**src/rtl/spi_req_pkg.sv**
```systemverilog
// Shared types for the SPI master with transmit request.
package spi_req_pkg;
    typedef enum logic [1:0] {
        ST_IDLE  = 2'd0,  // select high, waiting for work
        ST_SHIFT = 2'd1,  // eight clock pulses in flight
        ST_TAIL  = 2'd2,  // last half period with clock low, select still low
        ST_GAP   = 2'd3   // select high for one half period before next byte
    } spi_st_t;
endpackage

```
**src/rtl/spi_req_edge.sv**
```systemverilog
// Synchronises the asynchronous active-low request input and emits a
// one-cycle pulse on each falling edge. Assumes the input is held for
// at least two system clocks at each level.
module spi_req_edge #(
    parameter int SYNC_STAGES = 2
) (
    input  logic clk,
    input  logic rst_n,
    input  logic req_n_i,
    output logic fall_o
);
    logic [SYNC_STAGES-1:0] sync_q;
    logic                   last_q;

    // Shift the raw input through the synchroniser chain; idle level is high.
    always_ff @(posedge clk) begin
        if (!rst_n) sync_q <= '1;
        else        sync_q <= {sync_q[SYNC_STAGES-2:0], req_n_i};
    end

    // Remember the previous synchronised level for edge detection.
    always_ff @(posedge clk) begin
        if (!rst_n) last_q <= 1'b1;
        else        last_q <= sync_q[SYNC_STAGES-1];
    end

    assign fall_o = last_q & ~sync_q[SYNC_STAGES-1];

    p_single_pulse_r9: assert property (@(posedge clk) disable iff (!rst_n)
        fall_o |=> !fall_o);
endmodule

```
**src/rtl/spi_req_tick.sv**
```systemverilog
// Half-period tick generator for the serial clock. It counts while enabled
// and captures the rate selection while disabled, so the rate stays
// fixed for a whole transfer.
module spi_req_tick #(
    parameter int DIV_SLOW = 8,
    parameter int DIV_FAST = 2
) (
    input  logic clk,
    input  logic rst_n,
    input  logic en_i,
    input  logic rate_lo_i,
    input  logic rate_hi_i,
    output logic tick_o
);
    localparam int DMAX = (DIV_SLOW > DIV_FAST) ? DIV_SLOW : DIV_FAST;
    localparam int CW   = $clog2(DMAX) + 1;

    logic [CW-1:0] div_q;
    logic [CW-1:0] cnt_q;
    logic          unused_lo;

    assign unused_lo = rate_lo_i;  // slow is also the default when neither is set

    // Capture the half-period length while idle; the fast rate wins.
    always_ff @(posedge clk) begin
        if (!rst_n)     div_q <= CW'(DIV_SLOW);
        else if (!en_i) div_q <= rate_hi_i ? CW'(DIV_FAST) : CW'(DIV_SLOW);
    end

    assign tick_o = en_i && (cnt_q == div_q - CW'(1));

    // Count system clocks within the current half period.
    always_ff @(posedge clk) begin
        if (!rst_n || !en_i) cnt_q <= '0;
        else if (tick_o)     cnt_q <= '0;
        else                 cnt_q <= cnt_q + CW'(1);
    end

    p_div_frozen_r4: assert property (@(posedge clk) disable iff (!rst_n)
        (en_i && $past(en_i)) |-> $stable(div_q));
endmodule

```
**src/rtl/spi_req_engine.sv**
```systemverilog
// Transfer sequencer. It owns the select, clock and data shift registers,
// the pending-request latch and the internal handshake. It assumes that
// tick_i pulses once per half period while busy_o is high.
module spi_req_engine
    import spi_req_pkg::*;
#(
    parameter int DATA_W = 8
) (
    input  logic              clk,
    input  logic              rst_n,
    input  logic              tick_i,
    input  logic              req_fall_i,
    input  logic              tx_valid_i,
    input  logic [DATA_W-1:0] tx_data_i,
    output logic              tx_ready_o,
    output logic              busy_o,
    input  logic              miso_i,
    output logic              sclk_o,
    output logic              mosi_o,
    output logic              cs_n_o,
    output logic              rx_valid_o,
    output logic [DATA_W-1:0] rx_data_o,
    output logic              rx_from_req_o,
    output logic              tx_done_o
);
    localparam int BW = (DATA_W > 2) ? $clog2(DATA_W) : 1;

    spi_st_t           st_q;
    logic [DATA_W-1:0] tx_sh_q, rx_sh_q;
    logic [BW-1:0]     bit_q;
    logic              pend_q, dummy_q;
    logic              start_req, start_load;

    assign busy_o     = (st_q != ST_IDLE);
    assign tx_ready_o = (st_q == ST_IDLE) && !pend_q;
    assign start_req  = (st_q == ST_IDLE) && pend_q;
    assign start_load = tx_ready_o && tx_valid_i;
    assign mosi_o     = tx_sh_q[0];

    // Latch request edges until a dummy transfer is launched.
    always_ff @(posedge clk) begin
        if (!rst_n) pend_q <= 1'b0;
        else        pend_q <= (pend_q & ~start_req) | req_fall_i;
    end

    // Sequence select, clock and shifting; emit end-of-byte strobes.
    always_ff @(posedge clk) begin
        if (!rst_n) begin
            st_q          <= ST_IDLE;
            tx_sh_q       <= '0;
            rx_sh_q       <= '0;
            bit_q         <= '0;
            sclk_o        <= 1'b0;
            cs_n_o        <= 1'b1;
            dummy_q       <= 1'b0;
            rx_valid_o    <= 1'b0;
            rx_data_o     <= '0;
            rx_from_req_o <= 1'b0;
            tx_done_o     <= 1'b0;
        end else begin
            rx_valid_o <= 1'b0;
            tx_done_o  <= 1'b0;
            unique case (st_q)
                ST_IDLE: begin
                    if (start_req || start_load) begin
                        tx_sh_q <= start_req ? '0 : tx_data_i;
                        dummy_q <= start_req;
                        bit_q   <= '0;
                        cs_n_o  <= 1'b0;
                        st_q    <= ST_SHIFT;
                    end
                end
                ST_SHIFT: begin
                    if (tick_i && !sclk_o) begin
                        sclk_o  <= 1'b1;
                        rx_sh_q <= {miso_i, rx_sh_q[DATA_W-1:1]};
                    end else if (tick_i) begin
                        sclk_o <= 1'b0;
                        if (bit_q == BW'(DATA_W - 1)) begin
                            st_q <= ST_TAIL;
                        end else begin
                            bit_q   <= bit_q + BW'(1);
                            tx_sh_q <= tx_sh_q >> 1;
                        end
                    end
                end
                ST_TAIL: begin
                    if (tick_i) begin
                        cs_n_o        <= 1'b1;
                        rx_valid_o    <= 1'b1;
                        rx_data_o     <= rx_sh_q;
                        rx_from_req_o <= dummy_q;
                        tx_done_o     <= !dummy_q;
                        st_q          <= ST_GAP;
                    end
                end
                ST_GAP: begin
                    if (tick_i) st_q <= ST_IDLE;
                end
                default: st_q <= ST_IDLE;
            endcase
        end
    end

    p_clk_idle_low_r1: assert property (@(posedge clk) disable iff (!rst_n)
        cs_n_o |-> !sclk_o);
    p_mosi_hold_high_r1: assert property (@(posedge clk) disable iff (!rst_n)
        (sclk_o && $past(sclk_o)) |-> $stable(mosi_o));
    p_ready_only_idle_r5: assert property (@(posedge clk) disable iff (!rst_n)
        tx_ready_o |-> cs_n_o);
    p_done_with_rx_r6: assert property (@(posedge clk) disable iff (!rst_n)
        tx_done_o |-> (rx_valid_o && !rx_from_req_o));
    p_select_gap_r8: assert property (@(posedge clk) disable iff (!rst_n)
        $rose(cs_n_o) |=> cs_n_o);
endmodule

```
**src/rtl/spi_req_master.sv**
```systemverilog
// Top level of the SPI master with host transmit request. It wires the
// request edge detector, the half-period tick generator and the transfer
// engine together. It assumes it is the only master on the link.
module spi_req_master #(
    parameter int DATA_W   = 8,
    parameter int DIV_SLOW = 8,
    parameter int DIV_FAST = 2
) (
    input  logic              clk,
    input  logic              rst_n,
    input  logic              rate_lo_i,
    input  logic              rate_hi_i,
    input  logic              tx_valid_i,
    input  logic [DATA_W-1:0] tx_data_i,
    output logic              tx_ready_o,
    output logic              tx_done_o,
    output logic              rx_valid_o,
    output logic [DATA_W-1:0] rx_data_o,
    output logic              rx_from_req_o,
    input  logic              treq_n_i,
    output logic              sclk_o,
    output logic              mosi_o,
    input  logic              miso_i,
    output logic              cs_n_o
);
    logic req_fall, tick, busy;

    spi_req_edge #(.SYNC_STAGES(2)) u_edge (
        .clk     (clk),
        .rst_n   (rst_n),
        .req_n_i (treq_n_i),
        .fall_o  (req_fall)
    );

    spi_req_tick #(.DIV_SLOW(DIV_SLOW), .DIV_FAST(DIV_FAST)) u_tick (
        .clk       (clk),
        .rst_n     (rst_n),
        .en_i      (busy),
        .rate_lo_i (rate_lo_i),
        .rate_hi_i (rate_hi_i),
        .tick_o    (tick)
    );

    spi_req_engine #(.DATA_W(DATA_W)) u_engine (
        .clk           (clk),
        .rst_n         (rst_n),
        .tick_i        (tick),
        .req_fall_i    (req_fall),
        .tx_valid_i    (tx_valid_i),
        .tx_data_i     (tx_data_i),
        .tx_ready_o    (tx_ready_o),
        .busy_o        (busy),
        .miso_i        (miso_i),
        .sclk_o        (sclk_o),
        .mosi_o        (mosi_o),
        .cs_n_o        (cs_n_o),
        .rx_valid_o    (rx_valid_o),
        .rx_data_o     (rx_data_o),
        .rx_from_req_o (rx_from_req_o),
        .tx_done_o     (tx_done_o)
    );
endmodule

```
**config.mk**
```make
export PLATFORM = sky130hd
export DESIGN_NAME = spi_req_master
export DESIGN_NICKNAME = d
export VERILOG_FILES = /design/src/rtl/spi_req_pkg.sv /design/src/rtl/spi_req_edge.sv /design/src/rtl/spi_req_tick.sv /design/src/rtl/spi_req_engine.sv /design/src/rtl/spi_req_master.sv
export SDC_FILE = /design/constraint.sdc
export NUM_CORES = 1
export LEC_CHECK = 0
export CAP_MARGIN = 20
export CORE_MARGIN = 2
export CORE_UTILIZATION = 53
export CTS_BUF_LIST = sky130_fd_sc_hd__clkbuf_16
export CTS_CLUSTER_SIZE = 10
export DETAILED_ROUTE_END_ITERATION = 10
export PLACE_DENSITY = 0.78
export SLEW_MARGIN = 10
export SYNTH_ARGS = -nofsm -noshare
export SYNTH_HDL_FRONTEND = slang
export SYNTH_SLANG_ARGS = --single-unit
```
**constraint.sdc**
```tcl
create_clock -name clk -period 2.2 [get_ports clk]
set_input_delay 0.33 -clock clk [delete_from_list [all_inputs] [get_ports clk]]
set_output_delay 0.33 -clock clk [all_outputs]
set_load 0.03 [all_outputs]
```
==> impl_metrics.py <==
metrics = {
    "placed_design": {
        "io_buffers": 28,
        "placed_cells": 284,
        "gp_routability_congestion": 0.750,
        "place_hpwl_um": 2360,
    },
    "setup_path": {
        "timing.critical_path.cells": "inv_1 > ha_1 > nor2b_1 > clkdlybuf4s50_1",
        "slowest_delay_ps": 690,
        "cp_slowest_cell": "clkdlybuf4s50_1",
        "r2r-end": "u_engine.rx_data_o[4]",
        "crit_cells": 4,
        "critPathCaptureType": "output pin",
        "r2r_setup_slack_ps": 370,
        "startpoint": "u_engine.st_q[0]",
        "r2r-start": "u_engine.st_q[0]",
        "crit_type": "flop to output pin",
        "setup.worst_path.end": "tx_ready_o",
        "start_kind": "flop",
        "critPathTopFamily": "buffers and inverters",
        "reg2reg_depth": 5,
        "arrival_ps": 1760,
        "path_buf_inv": 2,
        "required_ps": 1870,
        "crit_fanout": 4,
    },
    "sta": {
        "min_period_ps": 2090,
        "slew_headroom_pct": 53.3,
        "rsz0062_at_grt": "false",
        "finalHoldViolCount": 0,
        "maxSlewViolCount": 0,
        "max_slew.worst_pin.slew_ps": 700,
        "min_period_over_period_pct": 94.9,
        "fmax_ghz": 0.479,
        "finalSetupTns_ps": 0,
        "fin_skew_ps": 4.78,
        "setup_viol_count_final": 0,
    },
    "floorplan": {
        "start_util_pct": 55.0,
        "boundaryPins": 30,
        "coreArea_um2": 3630,
        "die_x_um": 65.4,
        "die_area_um2": 4280,
        "die_h_um": 65.4,
        "core.rowCount": 22,
    },
    "clocking": {
        "htreeDepth": 2,
        "cts-root-buf": "clkbuf_16",
        "cts_setup_buffers": 0,
        "cts.sinks": 45,
        "cts_made_buffers": 5,
        "worstSkewPairLatency_ps": 280,
        "ctsResizeCount": 0,
        "cts_max_path_buffers": 2,
        "cts_tree": "done",
        "cts_hold_buf": 0,
        "clk_pin_slew_worst_paths_ps": 60,
    },
    "yosys": {
        "synthesis.area_um2": 2000,
        "synthArstFlopShare_pct": 0,
        "yosysMostFrequentCell": "dfxtp_1",
        "yosysSeqAreaShare_pct": 45.1,
        "synth_edf_count": 0,
        "avgSynthCellArea_um2": 9.21,
        "syn_nets": 240,
        "yosys-top-cells-area": "dfxtp_1 (45%), mux2i_1 (12%), nand2_1 (8.3%)",
        "synth_seq_cells": 45,
        "synth_common_cells": "dfxtp_1 (45), nand2_1 (44), mux2i_1 (23)",
        "syn_inst": 217,
        "ys_types": 33,
        "yosysTopAreaCell": "dfxtp_1",
        "yosys_warnings": 0,
        "synth.top_cell.area_share_pct": 45.1,
        "ys.flop_type": "dfxtp_1",
    },
    "power_and_ir_drop": {
        "ir_drop_uv": 573,
        "power_density_nw_per_um2": 995,
        "p_leak_nw": 0.959,
    },
    "global_route": {
        "grt_util_all_layers_pct": 18.5,
        "grt_pass1_wl_um": 6020,
        "grt_max_degree": 52,
        "grt_pass1_vias": 1400,
        "grt-ovfl-total": 0,
        "antenna_found_initial": 0,
    },
    "status": {
        "status": "completed",
    },
    "detailed_routing": {
        "via_per_inst": 5.41,
        "drtIter0Drc": 41,
        "num_vias": 1581,
        "routed_wl_um": 3570,
        "drt_pass1_iterations": 4,
        "drc": 0,
        "wl_per_cell_um": 12.2,
        "ant_nets": 0,
    },
    "flow_run": {
        "maxCapViolations": 0,
    },
    "layout": {
        "drive_gt1_share_pct": 6.15,
        "instances_no_fill": 292,
        "num_antenna_cells": 0,
        "area_delta_synth_final_pct": 23.0,
        "fin_nets": 266,
    },
    "hold_path": {
        "min_path_type": "flop to flop",
    },
}
==> how the worst min path moves through the flow <==
stage | start | to | slack (ps) | depth (start not counted)
final | u_edge.sync_q[0] | u_edge.sync_q[1] | 420 | 1
after detailed placement | u_edge.sync_q[0] | u_edge.sync_q[1] | 410 | 1
after CTS | u_edge.sync_q[0] | u_edge.sync_q[1] | 420 | 1
after floorplan | u_edge.sync_q[0] | u_edge.sync_q[1] | 390 | 1
after global placement | u_edge.sync_q[0] | u_edge.sync_q[1] | 400 | 1
after global routing | u_edge.sync_q[0] | u_edge.sync_q[1] | 440 | 1
==> metrics by stage <==
stage	setup WS, ps	utilization, %	hold WS, ps	area (um2)	total power [W]
final	112	67.7	418	2460	0.00245
after global routing	7.03	67.7	443	2460	0.00258
after CTS	87.2	67.7	421	2460	0.00246
after detailed placement	365	63.9	412	2320	0.00176
after global placement	436	63.9	403	2320	0.00175
after floorplan	364	-	386	2000	0.00155
==> logic make-up after synthesis <==
kind of cell    share of synthesized area (%)
simple gates                             19.3
fa+ha+maj                                5.01
buf+inv                                  4.57
compound gates                           12.3
xor+xnor                                 1.69
flops                                    45.1
mux                                      12.1
==> per-layer routing <==
metal	vias up	global-route usage, %	routed length [um]
met4	0	7.81	54
met1	744	21.5	1700
met3	6	6.34	143
met5	-	0	0
li1	804	-	-
met2	27	31.0	1680
==> registers in the layout, summed over array words and instances, names as in the netlist <==
| signal | flops |
|---|---|
| u_engine.rx_valid_o | 1 |
| u_engine.st_q | 2 |
| u_tick.div_q | 2 |
| u_engine.sclk_o | 1 |
| u_engine.pend_q | 1 |
| u_engine.cs_n_o | 1 |
| u_engine.tx_done_o | 1 |
| u_engine.rx_sh_q | 8 |
| u_engine.rx_data_o | 8 |
| u_engine.tx_sh_q | 8 |
| u_tick.cnt_q | 4 |
| u_edge.last_q | 1 |
| u_engine.rx_from_req_o | 1 |
| u_engine.dummy_q | 1 |
| u_engine.bit_q | 3 |
| u_edge.sync_q | 2 |
==> cell type report <==
type | count | area [um2]
Multi-Input combinational cell | 153 | 1010
Timing Repair Buffer | 34 | 338
Tap cell | 48 | 60.1
Sequential cell | 45 | 901
Inverter | 4 | 15.0
Clock buffer | 5 | 125
Fill cell | 318 | 1170
Clock inverter | 3 | 12.5
==> power breakdown <==
group	internal, W	switching, W	leakage (nW)	total (W)
combinational	0.000348	0.000418	0.525	0.000766
clock	0.000410	0.000294	0.0687	0.000705
sequential	0.000909	0.0000674	0.365	0.000976
total	0.00167	0.000779	0.959	0.00245
==> layout by cell type, fill, tap and decap left out, drive strengths merged, types with 2 or more instances in the layout <==
master         synthesis  layout
a22o                   7       7
a21oi                 14      14
nand3                 12      12
and2                   2       2
xnor2                  2       2
nor3b                  3       3
clkbuf                10       5
nand3b                 2       2
a211oi                 2       2
nand2                 44      44
buf                    5       6
inv                    4       4
dfxtp                 45      45
clkinv                 0       3
o32a                   2       2
nor2                   3       3
ha                     8       8
mux2i                 23      23
nor3                   2       2
o21ai                 11      11
nand2b                 8       8
clkdlybuf4s50          0      28
(Power assumes the default switching activity.)
